==> config.mk <==
export PLATFORM = sky130hd
export DESIGN_NAME = pal_video_out
export DESIGN_NICKNAME = d
export VERILOG_FILES = /design/src/rtl/pvo_pkg.sv /design/src/rtl/raster_timer.sv /design/src/rtl/tap_delay.sv /design/src/rtl/lb_pingpong.sv /design/src/rtl/pix_fetch.sv /design/src/rtl/pal_video_out.sv
export SDC_FILE = /design/constraint.sdc
export NUM_CORES = 1
export LEC_CHECK = 0
export BUFFER_PORTS_ARGS = -buffer_cell sky130_fd_sc_hd__buf_4
export CAP_MARGIN = 20
export CELL_PAD_IN_SITES_DETAIL_PLACEMENT = 1
export CELL_PAD_IN_SITES_GLOBAL_PLACEMENT = 2
export CORE_MARGIN = 2
export CORE_UTILIZATION = 29
export CTS_CLUSTER_DIAMETER = 50
export DETAILED_ROUTE_END_ITERATION = 10
export PLACE_DENSITY_LB_ADDON = 0.1
export SLEW_MARGIN = 15
export SYNTH_ARGS = -nofsm -noshare
export SYNTH_HDL_FRONTEND = slang
export SYNTH_SLANG_ARGS = --single-unit
==> constraint.sdc <==
create_clock -name clk -period 3.3 [get_ports clk]
set_input_delay 0.33 -clock clk [delete_from_list [all_inputs] [get_ports clk]]
set_output_delay 0.33 -clock clk [all_outputs]
set_load 0.01 [all_outputs]
==> src/rtl/pvo_pkg.sv <==
package pvo_pkg;
  // Sync and enable bundle carried down the delay line
  typedef struct packed {
    logic de;
    logic hs_n;
    logic vs_n;
  } vid_ctl_t;

  localparam vid_ctl_t CTL_IDLE = '{de: 1'b0, hs_n: 1'b1, vs_n: 1'b1};

  // Clocks from position counter to output pins
  localparam int unsigned PIPE_LAT = 3;
endpackage

==> src/rtl/raster_timer.sv <==
module raster_timer #(
  parameter int unsigned H_ACT  = 640,
  parameter int unsigned H_FP   = 16,
  parameter int unsigned H_SYNC = 96,
  parameter int unsigned H_BP   = 48,
  parameter int unsigned V_ACT  = 480,
  parameter int unsigned V_FP   = 10,
  parameter int unsigned V_SYNC = 2,
  parameter int unsigned V_BP   = 33,
  localparam int unsigned HT = H_ACT + H_FP + H_SYNC + H_BP,
  localparam int unsigned VT = V_ACT + V_FP + V_SYNC + V_BP,
  localparam int unsigned HW = $clog2(HT),
  localparam int unsigned VW = $clog2(VT)
) (
  input  logic          clk,
  input  logic          rst_n,
  output logic [HW-1:0] hpos,
  output logic [VW-1:0] vpos,
  output logic          active,
  output logic          hs_n,
  output logic          vs_n,
  output logic          vblank,
  output logic          line_end
);
  localparam logic [HW-1:0] H_LAST  = HW'(HT - 1);
  localparam logic [HW-1:0] H_VIS   = HW'(H_ACT);
  localparam logic [HW-1:0] H_VLAST = HW'(H_ACT - 1);
  localparam logic [HW-1:0] HS_BEG  = HW'(H_ACT + H_FP);
  localparam logic [HW-1:0] HS_END  = HW'(H_ACT + H_FP + H_SYNC);
  localparam logic [VW-1:0] V_LAST  = VW'(VT - 1);
  localparam logic [VW-1:0] V_VIS   = VW'(V_ACT);
  localparam logic [VW-1:0] VS_BEG  = VW'(V_ACT + V_FP);
  localparam logic [VW-1:0] VS_END  = VW'(V_ACT + V_FP + V_SYNC);

  always_ff @(posedge clk) begin
    if (!rst_n) begin
      hpos <= '0;
      vpos <= '0;
    end else if (hpos == H_LAST) begin
      hpos <= '0;
      vpos <= (vpos == V_LAST) ? '0 : vpos + 1'b1;
    end else begin
      hpos <= hpos + 1'b1;
    end
  end

  logic h_vis, v_vis;
  assign h_vis    = hpos < H_VIS;
  assign v_vis    = vpos < V_VIS;
  assign active   = h_vis && v_vis;
  assign vblank   = !v_vis;
  assign hs_n     = !((hpos >= HS_BEG) && (hpos < HS_END));
  assign vs_n     = !((vpos >= VS_BEG) && (vpos < VS_END));
  assign line_end = (hpos == H_VLAST) && v_vis;
endmodule

==> src/rtl/tap_delay.sv <==
module tap_delay #(
  parameter int unsigned W     = 1,
  parameter int unsigned DEPTH = 1,
  parameter logic [W-1:0] INIT = '0
) (
  input  logic         clk,
  input  logic         rst_n,
  input  logic [W-1:0] d,
  output logic [W-1:0] q
);
  generate
    if (DEPTH == 0) begin : g_wire
      assign q = d;
    end else begin : g_regs
      logic [W-1:0] stage [DEPTH];
      for (genvar i = 0; i < DEPTH; i++) begin : g_st
        always_ff @(posedge clk) begin
          if (!rst_n) stage[i] <= INIT;
          else if (i == 0) stage[i] <= d;
          else stage[i] <= stage[(i == 0) ? 0 : i - 1];
        end
      end
      assign q = stage[DEPTH-1];
    end
  endgenerate
endmodule

==> src/rtl/lb_pingpong.sv <==
module lb_pingpong (
  input  logic clk,
  input  logic rst_n,
  input  logic line_end,
  output logic sel,
  output logic swap
);
  always_ff @(posedge clk) begin
    if (!rst_n) begin
      sel  <= 1'b0;
      swap <= 1'b0;
    end else begin
      swap <= line_end;
      if (line_end) sel <= ~sel;
    end
  end
endmodule

==> src/rtl/pix_fetch.sv <==
module pix_fetch #(
  parameter int unsigned HW      = 10,
  parameter int unsigned LBW     = 9,
  parameter int unsigned PIX_REP = 2,
  parameter int unsigned ENTRY_W = 16,
  parameter int unsigned PAL_AW  = 8,
  parameter int unsigned PAL_LSB = 0,
  parameter int unsigned RGB_W   = 24
) (
  input  logic               clk,
  input  logic               rst_n,
  input  logic [HW-1:0]      hpos,
  input  logic               active,
  input  logic               de_p2,
  output logic               lb_rd_en,
  output logic [LBW-1:0]     lb_rd_addr,
  input  logic [ENTRY_W-1:0] lb_rd_data,
  output logic [PAL_AW-1:0]  pal_rd_addr,
  input  logic [RGB_W-1:0]   pal_rd_data,
  output logic [RGB_W-1:0]   rgb
);
  // Stage 0: entry index from position, repeated PIX_REP times
  logic [HW-1:0] xdiv;
  assign xdiv       = hpos / HW'(PIX_REP);
  assign lb_rd_en   = active;
  assign lb_rd_addr = xdiv[LBW-1:0];

  // Stage 1: entry returned, palette index field forwarded
  assign pal_rd_addr = lb_rd_data[PAL_LSB +: PAL_AW];
  logic unused_entry;
  assign unused_entry = ^lb_rd_data;

  // Stage 2: colour returned, blanked outside the visible area
  always_ff @(posedge clk) begin
    if (!rst_n) rgb <= '0;
    else        rgb <= de_p2 ? pal_rd_data : '0;
  end
endmodule

==> src/rtl/pal_video_out.sv <==
module pal_video_out
  import pvo_pkg::*;
#(
  parameter int unsigned H_ACT   = 640,
  parameter int unsigned H_FP    = 16,
  parameter int unsigned H_SYNC  = 96,
  parameter int unsigned H_BP    = 48,
  parameter int unsigned V_ACT   = 480,
  parameter int unsigned V_FP    = 10,
  parameter int unsigned V_SYNC  = 2,
  parameter int unsigned V_BP    = 33,
  parameter int unsigned ENTRY_W = 16,
  parameter int unsigned PAL_AW  = 8,
  parameter int unsigned PAL_LSB = 0,
  parameter int unsigned RGB_W   = 24,
  localparam int unsigned PIX_REP  = 2,
  localparam int unsigned LB_DEPTH = H_ACT / PIX_REP,
  localparam int unsigned LBW = (LB_DEPTH > 1) ? $clog2(LB_DEPTH) : 1,
  localparam int unsigned HW  = $clog2(H_ACT + H_FP + H_SYNC + H_BP),
  localparam int unsigned VW  = $clog2(V_ACT + V_FP + V_SYNC + V_BP)
) (
  input  logic               clk,
  input  logic               rst_n,
  output logic               lb_rd_en,
  output logic               lb_sel,
  output logic [LBW-1:0]     lb_rd_addr,
  input  logic [ENTRY_W-1:0] lb_rd_data,
  output logic [PAL_AW-1:0]  pal_rd_addr,
  input  logic [RGB_W-1:0]   pal_rd_data,
  output logic               hsync_n,
  output logic               vsync_n,
  output logic               de,
  output logic [RGB_W-1:0]   rgb,
  output logic               disp,
  output logic               vblank,
  output logic               swap
);
  logic [HW-1:0] hpos;
  logic [VW-1:0] vpos;
  logic active, hs_raw, vs_raw, line_end;

  raster_timer #(
    .H_ACT(H_ACT), .H_FP(H_FP), .H_SYNC(H_SYNC), .H_BP(H_BP),
    .V_ACT(V_ACT), .V_FP(V_FP), .V_SYNC(V_SYNC), .V_BP(V_BP)
  ) u_tmr (
    .clk(clk), .rst_n(rst_n), .hpos(hpos), .vpos(vpos),
    .active(active), .hs_n(hs_raw), .vs_n(vs_raw),
    .vblank(vblank), .line_end(line_end)
  );

  assign disp = active;

  // Control bundle: a two-clock tap feeds the blanking gate,
  // the full-latency tap drives the pins alongside rgb
  vid_ctl_t ctl_now, ctl_p2, ctl_out;
  assign ctl_now = '{de: active, hs_n: hs_raw, vs_n: vs_raw};

  tap_delay #(.W($bits(vid_ctl_t)), .DEPTH(PIPE_LAT - 1), .INIT(CTL_IDLE)) u_dly_mid (
    .clk(clk), .rst_n(rst_n), .d(ctl_now), .q(ctl_p2)
  );
  tap_delay #(.W($bits(vid_ctl_t)), .DEPTH(1), .INIT(CTL_IDLE)) u_dly_out (
    .clk(clk), .rst_n(rst_n), .d(ctl_p2), .q(ctl_out)
  );

  assign de      = ctl_out.de;
  assign hsync_n = ctl_out.hs_n;
  assign vsync_n = ctl_out.vs_n;

  pix_fetch #(
    .HW(HW), .LBW(LBW), .PIX_REP(PIX_REP), .ENTRY_W(ENTRY_W),
    .PAL_AW(PAL_AW), .PAL_LSB(PAL_LSB), .RGB_W(RGB_W)
  ) u_fetch (
    .clk(clk), .rst_n(rst_n), .hpos(hpos), .active(active),
    .de_p2(ctl_p2.de), .lb_rd_en(lb_rd_en), .lb_rd_addr(lb_rd_addr),
    .lb_rd_data(lb_rd_data), .pal_rd_addr(pal_rd_addr),
    .pal_rd_data(pal_rd_data), .rgb(rgb)
  );

  lb_pingpong u_pp (
    .clk(clk), .rst_n(rst_n), .line_end(line_end),
    .sel(lb_sel), .swap(swap)
  );
endmodule

==> impl_metrics.py <==
metrics = {
    "power": {
        "finalPower_mw": 1.199,
        "p_leak_nw": 1.293,
        "p_per_area_nw_per_um2": 440.4,
        "peakVddDrop_uv": 222.2,
    },
    "synthesis": {
        "yosysWarnings": 0,
        "seq_area_frac_synth": 0.5110,
        "synth_edf_count": 0,
        "synth_flop_cell": "dfxtp_1",
        "syn_nets": 259,
        "syn_inst": 213,
        "synthArstFlopShare": 0,
        "syn_area_sq_um": 2155,
        "synth_seq_cells": 55,
        "synth.avg_cell_area_sq_um": 10.12,
        "synth_cell_types": 37,
    },
    "job": {
        "maxCapViolations": 0,
    },
    "timing": {
        "final-setup-viol-count": 0,
        "tightest_slew_ps": 684.1,
        "hold_viol_final": 0,
        "finalClockSkew_ps": 6.193,
        "rsz0062_at_grt": "false",
        "timing.fmax_mhz": 499.9,
        "slew_headroom": 0.5433,
        "period_share": 0.6062,
        "finalMaxSlewViolations": 0,
        "timing.hold.ws_ps": 257.4,
        "tns_ps": 0,
        "min_period_ps": 2000,
    },
    "worst_setup_path": {
        "path_depth": 5,
        "critical_path.endpoint": "u_tmr.vpos[7]",
        "cp-start-kind": "flop",
        "max_stage_delay_ps": 590,
        "reg2reg_to": "u_tmr.vpos[7]",
        "critPathRequiredTime_ps": 3480,
        "worst-path-buf-inv": 0,
        "end_kind": "flop",
        "path_cells": "ha_1 > nand4b_4 > or2_1 > o41ai_4 > nor2_1",
        "r2r_slack_ps": 1300,
        "path_delay_family": "simple AND/OR/NAND/NOR gates",
        "crit_start": "u_tmr.hpos[0]",
        "worstPathArrival_ps": 2180,
        "crit_path_top_delay_cell": "o41ai_4",
        "rr_worst_depth": 5,
        "critPathMaxFanout": 8,
        "r2r_start": "u_tmr.hpos[0]",
        "crit_type": "reg -> reg",
    },
    "cts": {
        "cts_resized": 0,
        "post_cts_buffers": 0,
        "insertion_delay_ps": 300,
        "clockBufferDepth": 2,
        "root_buffer": "clkbuf_8",
        "htreeDepth": 2,
        "cts_tree": "yes",
        "path_clk_slew_ps": 100,
        "numCtsBuffers": 5,
        "cts.sinks": 55,
        "cts_hold_buf": 0,
    },
    "layout": {
        "nFillCells": 874,
        "drive_gt1_frac": 0.3103,
        "areaGrowthSynthToFinish_pct": 26.31,
        "diodes": 0,
        "fin_nets": 306,
    },
    "route": {
        "drtIter0Drc": 45,
        "routed_wl_mm": 4.784,
        "drc_errors": 0,
        "wire_per_inst_um": 13.29,
        "vias_per_cell": 4.472,
        "vias": 1610,
        "ant_nets": 0,
        "first_pass_iters": 4,
    },
    "grt": {
        "grt_usage": 0.1219,
        "first_global_vias": 1660,
        "grt_overflow": 0,
        "grt_start_max_net_pins": 40,
        "antenna_found_initial": 0,
        "grt_pass1_wl_mm": 8.162,
    },
    "die": {
        "core-area_sq_um": 7214,
        "rows": 31,
        "initial_core_util": 0.2986,
        "die_area_sq_um": 8135,
        "die_h_um": 90.20,
        "die_w_um": 90.20,
        "io_pins": 91,
    },
    "run_status": {
        "status": "finished clean",
    },
    "hold_path": {
        "min_path_type": "in -> reg",
    },
    "placed_design": {
        "portBuffers": 66,
        "gp_congestion": 0.6748,
        "dp_hpwl_mm": 3.461,
    },
}
## cell usage after synthesis (2+ instances only)
library cell	n	area, sq um
nand3_1	4	20.02
nand3b_1	2	15.01
nor3_1	4	20.02
clkbuf_1	8	30.03
xor2_1	8	70.07
nand4_1	5	31.28
nor4_1	3	18.77
xnor2_1	7	61.31
nand4b_4	2	47.55
nor2_1	20	75.07
nand4b_1	4	35.03
buf_4	18	135.1
o21ai_0	3	15.01
ha_1	4	50.05
and2_1	3	18.77
or3_1	2	12.51
dfxtp_1	55	1101
inv_1	7	26.28
nand2b_1	5	31.28
and3_1	26	162.7
nand2_1	7	26.28
## worst min path at each step
stage	from	end	slack [ps]	depth (start not counted)
global placement	u_dly_mid.g_regs.stage[1][0]	u_dly_out.g_regs.stage[0][0]	390	1
detailed placement	u_dly_mid.g_regs.stage[0][0]	u_dly_mid.g_regs.stage[1][0]	400	1
finish	pal_rd_data[14]	u_fetch.rgb[14]	260	2
global route	pal_rd_data[23]	u_fetch.rgb[23]	240	2
floorplan	u_dly_mid.g_regs.stage[0][0]	u_dly_mid.g_regs.stage[1][0]	390	1
CTS	pal_rd_data[9]	u_fetch.rgb[9]	240	2
## layout by cell type, fill, tap and decap left out, types with 2 or more instances in the layout
master,instances
buf_4,66
dfxtp_1,55
and3_1,26
nor2_1,20
xor2_1,8
inv_1,7
xnor2_1,7
nand2_1,7
nand2b_1,5
nand4_1,5
clkbuf_8,5
nand4b_1,4
nor3_1,4
nand3_1,4
ha_1,4
o21ai_0,3
and2_1,3
nor4_1,3
or3_1,2
nand3b_1,2
nand4b_4,2
## area by class of cell
class / count / area, sq um / share of cell area
inverter: 7 / 26.28 / 0.009655
timing repair buffer: 66 / 495.5 / 0.1821
clock inverter: 3 / 43.79 / 0.01609
clock buffer: 5 / 68.82 / 0.02529
tap: 99 / 123.9 / 0.04552
sequential: 55 / 1101 / 0.4046
multi-input combinational: 125 / 862.1 / 0.3168
## power by group
part	internal (mW)	switching, mW	total [mW]	leakage [nW]
Clock	0.226	0.217	0.444	0.0581
Sequential	0.676	0.0103	0.686	0.447
Combinational	0.0399	0.0287	0.0686	0.788
## per-stage QoR
step	setup slack [ps]	util	cells	cell area, sq um
floorplan	1502	-	213	2155
global placement	1317	0.3616	352	2609
detailed placement	1277	0.3616	352	2609
CTS	1268	0.3772	360	2721
global route	1094	0.3772	360	2721
finish	1300	0.3772	360	2721
## sequential cells by signal, indices dropped and copies added, names as in the netlist
name,count
u_tmr.hpos,10
u_tmr.vpos,10
u_dly_out.g_regs.stage,3
u_dly_mid.g_regs.stage,6
u_pp.sel,1
u_fetch.rgb,24
u_pp.swap,1
## worst reg2reg max path, delay by kind of cell (launching register included)
family / cells / cell delay [ps]
AOI/OAI and AO/OA: 1 / 590
adders and majority gates: 1 / 270
DFF: 1 / 410
and+or+nand+nor: 3 / 610
## logic make-up after synthesis
logic type	count (synthesis)	synth area share
simple gates	95	0.2706
compound gates	11	0.04530
fa+ha+maj	4	0.02323
xor+xnor	15	0.06098
buf+inv	33	0.08885
flops	55	0.5110
## metal layers
metal,vias to the layer above,GRT usage,wire [um]
met2,42,0.1999,2286
li1,809,-,-
met1,757,0.1589,2257
met5,-,0,0
met4,0,0.02692,18
met3,2,0.03604,222
No activity file was read; power rests on OpenSTA's default activity.
